==> src/rtl/rxf_pkg.sv <==
package rxf_pkg;
  // Mode word bit positions
  localparam int MODE_PROM  = 15;
  localparam int MODE_NOBC  = 14;
  localparam int MODE_NOPHY = 13;

  // Final accept decision from the per-frame match flags
  function automatic logic rxf_decide(input logic prom, input logic no_bc,
                                      input logic no_phy, input logic is_bc,
                                      input logic is_grp, input logic phy_hit);
    logic acc;
    if (prom)        acc = 1'b1;
    else if (is_bc)  acc = !no_bc;
    else if (is_grp) acc = 1'b0;
    else             acc = phy_hit && !no_phy;
    return acc;
  endfunction
endpackage

==> src/rtl/rxf_regs.sv <==
module rxf_regs #(
  parameter int WORD_W     = 16,
  parameter int BUS_W      = 32,
  parameter int ADDR_WORDS = 3,
  parameter int SEL_W      = 2
) (
  input  logic                          clk,
  input  logic                          rst_n,
  input  logic                          soft_rst,
  input  logic                          acc_en,
  input  logic                          reg_wr,
  input  logic [SEL_W-1:0]              reg_addr,
  input  logic [BUS_W-1:0]              reg_wdata,
  output logic [BUS_W-1:0]              reg_rdata,
  input  logic                          init_load,
  input  logic [SEL_W-1:0]              init_sel,
  input  logic [WORD_W-1:0]             init_data,
  output logic [ADDR_WORDS*WORD_W-1:0]  sta_addr,
  output logic [WORD_W-1:0]             mode_word
);
  import rxf_pkg::*;

  localparam logic [SEL_W-1:0] MODE_SEL = SEL_W'(ADDR_WORDS);

  logic              wr_ok;
  logic [WORD_W-1:0] adr_q [ADDR_WORDS];
  logic [WORD_W-1:0] rd_word;

  assign wr_ok = reg_wr && acc_en;

  // Station address words: no reset, loaded only by init port or direct write
  for (genvar i = 0; i < ADDR_WORDS; i++) begin : g_adr
    always_ff @(posedge clk) begin
      if (init_load && init_sel == SEL_W'(i))
        adr_q[i] <= init_data;
      else if (wr_ok && reg_addr == SEL_W'(i))
        adr_q[i] <= reg_wdata[WORD_W-1:0];
    end
    assign sta_addr[i*WORD_W +: WORD_W] = adr_q[i];
  end

  // Mode word: hard reset clears all, soft reset clears broadcast-disable
  always_ff @(posedge clk or negedge rst_n) begin
    if (!rst_n) begin
      mode_word <= '0;
    end else begin
      if (init_load && init_sel == MODE_SEL)
        mode_word <= init_data;
      else if (wr_ok && reg_addr == MODE_SEL)
        mode_word <= reg_wdata[WORD_W-1:0];
      if (soft_rst)
        mode_word[MODE_NOBC] <= 1'b0;
    end
  end

  always_comb begin
    rd_word = '0;
    if (reg_addr == MODE_SEL) rd_word = mode_word;
    for (int i = 0; i < ADDR_WORDS; i++)
      if (reg_addr == SEL_W'(i)) rd_word = adr_q[i];
  end

  assign reg_rdata = acc_en ? {{(BUS_W-WORD_W){1'b0}}, rd_word} : '0;
endmodule

==> src/rtl/rxf_match.sv <==
module rxf_match #(
  parameter int ADDR_BYTES = 6
) (
  input  logic                    clk,
  input  logic                    rst_n,
  input  logic                    rx_sof,
  input  logic                    rx_byte_vld,
  input  logic [7:0]              rx_byte,
  input  logic [ADDR_BYTES*8-1:0] sta_addr,
  input  logic                    prom,
  input  logic                    no_bc,
  input  logic                    no_phy,
  output logic                    frame_last,
  output logic                    dec_vld,
  output logic                    dec_accept
);
  import rxf_pkg::*;

  localparam int CNT_W = $clog2(ADDR_BYTES);
  localparam logic [CNT_W-1:0] LAST_IDX = CNT_W'(ADDR_BYTES - 1);

  logic [7:0]       sta_b [ADDR_BYTES];
  logic             open_q, phy_q, ones_q, grp_q;
  logic [CNT_W-1:0] cnt_q, idx;
  logic             take, phy_n, ones_n, grp_n;

  for (genvar k = 0; k < ADDR_BYTES; k++) begin : g_byte
    assign sta_b[k] = sta_addr[k*8 +: 8];
  end

  assign take       = rx_byte_vld && (rx_sof || open_q);
  assign idx        = rx_sof ? '0 : cnt_q;
  assign phy_n      = (rx_sof || phy_q) && (rx_byte == sta_b[idx]);
  assign ones_n     = (rx_sof || ones_q) && (rx_byte == 8'hFF);
  assign grp_n      = rx_sof ? rx_byte[0] : grp_q;
  assign frame_last = take && (idx == LAST_IDX);

  always_ff @(posedge clk or negedge rst_n) begin
    if (!rst_n) begin
      open_q     <= 1'b0;
      cnt_q      <= '0;
      phy_q      <= 1'b0;
      ones_q     <= 1'b0;
      grp_q      <= 1'b0;
      dec_vld    <= 1'b0;
      dec_accept <= 1'b0;
    end else begin
      dec_vld <= 1'b0;
      if (take) begin
        phy_q  <= phy_n;
        ones_q <= ones_n;
        grp_q  <= grp_n;
        if (frame_last) begin
          open_q     <= 1'b0;
          cnt_q      <= '0;
          dec_vld    <= 1'b1;
          dec_accept <= rxf_decide(prom, no_bc, no_phy, ones_n, grp_n, phy_n);
        end else begin
          open_q <= 1'b1;
          cnt_q  <= idx + 1'b1;
        end
      end
    end
  end
endmodule

==> src/rtl/rx_dest_filter.sv <==
module rx_dest_filter #(
  parameter int WORD_W     = 16,
  parameter int BUS_W      = 32,
  parameter int ADDR_BYTES = 6
) (
  input  logic              clk,
  input  logic              rst_n,
  input  logic              soft_rst,
  input  logic              stop,
  input  logic              susp,
  input  logic              reg_wr,
  input  logic [1:0]        reg_addr,
  input  logic [BUS_W-1:0]  reg_wdata,
  output logic [BUS_W-1:0]  reg_rdata,
  input  logic              init_load,
  input  logic [1:0]        init_sel,
  input  logic [WORD_W-1:0] init_data,
  input  logic              rx_sof,
  input  logic              rx_byte_vld,
  input  logic [7:0]        rx_byte,
  output logic              dec_vld,
  output logic              dec_accept
);
  import rxf_pkg::*;

  localparam int ADDR_BITS  = ADDR_BYTES * 8;
  localparam int ADDR_WORDS = ADDR_BITS / WORD_W;

  logic                 acc_en;
  logic [ADDR_BITS-1:0] sta_addr;
  logic [WORD_W-1:0]    mode_word;
  logic                 frame_last;

  assign acc_en = stop || susp;

  rxf_regs #(
    .WORD_W(WORD_W), .BUS_W(BUS_W), .ADDR_WORDS(ADDR_WORDS), .SEL_W(2)
  ) u_regs (
    .clk(clk), .rst_n(rst_n), .soft_rst(soft_rst), .acc_en(acc_en),
    .reg_wr(reg_wr), .reg_addr(reg_addr), .reg_wdata(reg_wdata),
    .reg_rdata(reg_rdata), .init_load(init_load), .init_sel(init_sel),
    .init_data(init_data), .sta_addr(sta_addr), .mode_word(mode_word)
  );

  rxf_match #(.ADDR_BYTES(ADDR_BYTES)) u_match (
    .clk(clk), .rst_n(rst_n), .rx_sof(rx_sof), .rx_byte_vld(rx_byte_vld),
    .rx_byte(rx_byte), .sta_addr(sta_addr),
    .prom(mode_word[MODE_PROM]), .no_bc(mode_word[MODE_NOBC]),
    .no_phy(mode_word[MODE_NOPHY]), .frame_last(frame_last),
    .dec_vld(dec_vld), .dec_accept(dec_accept)
  );
endmodule

==> config.mk <==
export PLATFORM = sky130hd
export DESIGN_NAME = rx_dest_filter
export DESIGN_NICKNAME = d
export VERILOG_FILES = /design/src/rtl/rxf_pkg.sv /design/src/rtl/rxf_regs.sv /design/src/rtl/rxf_match.sv /design/src/rtl/rx_dest_filter.sv
export SDC_FILE = /design/constraint.sdc
export NUM_CORES = 1
export LEC_CHECK = 0
export ABC_AREA = 1
export BUFFER_PORTS_ARGS = -buffer_cell sky130_fd_sc_hd__buf_2
export CAP_MARGIN = 20
export CELL_PAD_IN_SITES_DETAIL_PLACEMENT = 2
export CELL_PAD_IN_SITES_GLOBAL_PLACEMENT = 2
export CORE_MARGIN = 2
export CORE_UTILIZATION = 33
export DETAILED_ROUTE_END_ITERATION = 10
export GPL_TIMING_DRIVEN = 0
export PLACE_DENSITY_LB_ADDON = 0.08
export REMOVE_ABC_BUFFERS = 1
export SETUP_SLACK_MARGIN = 0.02
export SYNTH_ARGS = -nofsm -noshare
export SYNTH_HDL_FRONTEND = slang
export SYNTH_SLANG_ARGS = --single-unit
export TNS_END_PERCENT = 30
==> constraint.sdc <==
create_clock -name clk -period 2.69 [get_ports clk]
set_input_delay 0 -clock clk [delete_from_list [all_inputs] [get_ports clk]]
set_output_delay 0 -clock clk [all_outputs]
set_load 0.02 [all_outputs]
==> qor.txt <==
Outcome = completed
Crit start category = register
Post-layout util = 41.8%
Power density cells = 643 nW/um2
CP Data Required Time = 2960 ps
DRT iter0 DRCs = 205
Fill count = 1569
Drt wl/cell = 20.6 um
First-pass GRT wire length = 27400 um
Routed Wire Length = 17400 um
CTS tree = done
CTS Buffer Depth = 2
Port-buffer cells = 70
Netlist Area Pre-Place = 4490 um2
Die area = 14600 um2
Vias per inst = 5.30
Clk Tree Root Cell = clkbuf_16
DP Wirelength = 12300 um
Final instance area = 5540 um2
Final period util = 93.0%
Die W = 121 um
Nets = 732
Yosys Warn Count = 0
Initial antenna violation count = 0
H-Tree Depth = 3
# IOs = 103
Clk pin slew, worst setup/hold paths = 60 ps
Overall routing resource usage = 25.4%
Slew HR = 36.8%
Least-Margin Pin Slew = 945 ps
Vias in the first global route = 4994
Unrepaired setup endpoints after global routing = false
Post-DRT Antenna Nets = 0
Synth top area share = 32.1%
Ratio of cells with drive above 1 in the final layout = 15.4%
Critical path endpoint category = register
Drt first pass iters = 4
Sequential share of the synthesized area = 46.0%
Synth area leaders = edfxtp_1 (32%), dfrtp_1 (14%), nand2_1 (13%), o21ai_0 (10%), inv_1 (6.4%)
Die Height = 121 um
Netlist cell types = 27
Post-synth top area cell = edfxtp_1
Post-synthesis register bit count = 73
Max Clk Rate = 0.400 GHz
P&R area growth vs syn = 23.4%
Largest net degree at the start of global routing = 31
Most frequent cells in the layout = nand2_1 (156), o21ai_0 (93), inv_1 (76)
Setup Skew = 7.76 ps
Final setup fails = 0
Setup CP Type = reg2reg
Min cycle time layout = 2500 ps
Clk sink count = 73
CP arrival = 2770 ps
CP max FO = 13
Pwr Total = 0.00356 W
Starting Density = 33.9%
Final Hold Fails = 0
CTS buffer count = 9
Placer Congestion = 0.846
Setup TNS = 0 ps
Vias = 4474
Ant diodes = 0
Hold Crit Class = in2reg
Multi-input gate area = 1930 um2
Max Slew Vio Count = 0
Residual DRC = 0
Max Cap Violations = 0
# Post-CTS Setup Buffers = 0
Reg area = 2070 um2
Row cnt = 42
Grt ovf = 0
Commonest non-fill, non-tap cell in the layout = nand2_1
Worst skew pair latency = 350 ps
Post-Syn Instances = 588
Leak = 2.63 nW
Post-DP Area = 5030 um2
Average cell area after synthesis = 7.64 um2
Core Area = 13200 um2
VDD IR max = 0.000388 V
==> critical path, stage by stage, from the launching register on <==
cell,delay (ps)
dfrtp_1,730
inv_1,280
nor2_4,360
nand2_1,90
nand3_1,90
nand3_1,170
nand2_1,120
nand2_1,60
nand2_1,60
nand2_1,60
nor2_1,160
nand3_1,100
a21oi_1,140
==> cell type report <==
class | count | share of cell area (%)
flip-flops and latches | 73 | 37.3
multi-input cells | 407 | 34.9
clock buffers | 11 | 4.38
well taps | 176 | 3.97
clock inverters | 5 | 1.42
inverters | 77 | 5.22
repair buffers | 95 | 12.8
==> logic make-up after synthesis <==
group,synth area share [%]
flip-flops,46.0
AO/OA/AOI/OAI,19.6
AND/OR/NAND/NOR,21.9
buffers and inverters,12.3
other,0.0835
==> metal layers <==
metal | wire length [um] | up-vias | global-route usage [%]
met5 | 0 | - | 0
li1 | - | 2094 | -
met1 | 7700 | 2243 | 32.2
met2 | 8640 | 119 | 43.3
met3 | 816 | 18 | 5.33
met4 | 248 | 0 | 7.78
==> flip-flops by register name, summed over array words and instances, names as in the netlist <==
name,flops
u_regs.adr_q,48
u_regs.mode_word,16
u_match.cnt_q,3
u_match.dec_accept,1
u_match.dec_vld,1
u_match.grp_q,1
u_match.ones_q,1
u_match.open_q,1
u_match.phy_q,1
==> power breakdown <==
part / switching (W) / total, W / internal (W)
registers: 0.0000739 / 0.00142 / 0.00134
logic: 0.000541 / 0.000801 / 0.000260
clock network: 0.000511 / 0.00135 / 0.000835
==> repair_timing <==
action	CTS	global route
endpoints found under the setup margin	0	2
hold buffers	18	0
endpoints found under the hold margin	62	0
gates resized for setup	0	1
==> worst paths after layout <==
| kind | start | slack [ps] | end | cells past startpoint |
|---|---|---|---|---|
| max | u_match.cnt_q[0] | 190 | u_match.dec_accept | 12 |
| min | reg_wdata[10] | 30 | u_regs.mode_word[10] | 5 |
| max reg2reg | u_match.cnt_q[0] | 190 | u_match.dec_accept | 12 |
| min reg2reg | u_match.phy_q | 500 | u_match.phy_q | 2 |
| max in group asynchronous | rst_n | 1990 | u_regs.mode_word[7] | 2 |
| min in group asynchronous | rst_n | 240 | u_regs.mode_word[0] | 2 |
==> through the flow <==
stage	setup slack [ps]	cells	hold slack, ps
floorplan	853	557	-296
global placement	-904	803	104
detailed placement	42.9	810	103
CTS	94.9	844	27.1
global route	39.2	844	38.7
finish	188	844	28.5
==> cells in the mapped netlist, drive strengths merged <==
cell type	n
a211oi	9
a21oi	17
a22oi	2
a311oi	1
buf	25
clkbuf	21
conb	1
dfrtp	25
edfxtp	48
inv	77
nand2	158
nand3	49
nand4	1
nor2	21
nor3	1
nor4	2
o211ai	21
o21a	2
o21ai	93
o221ai	4
o22ai	5
or2	5
Power figures use the tool's default switching activity.
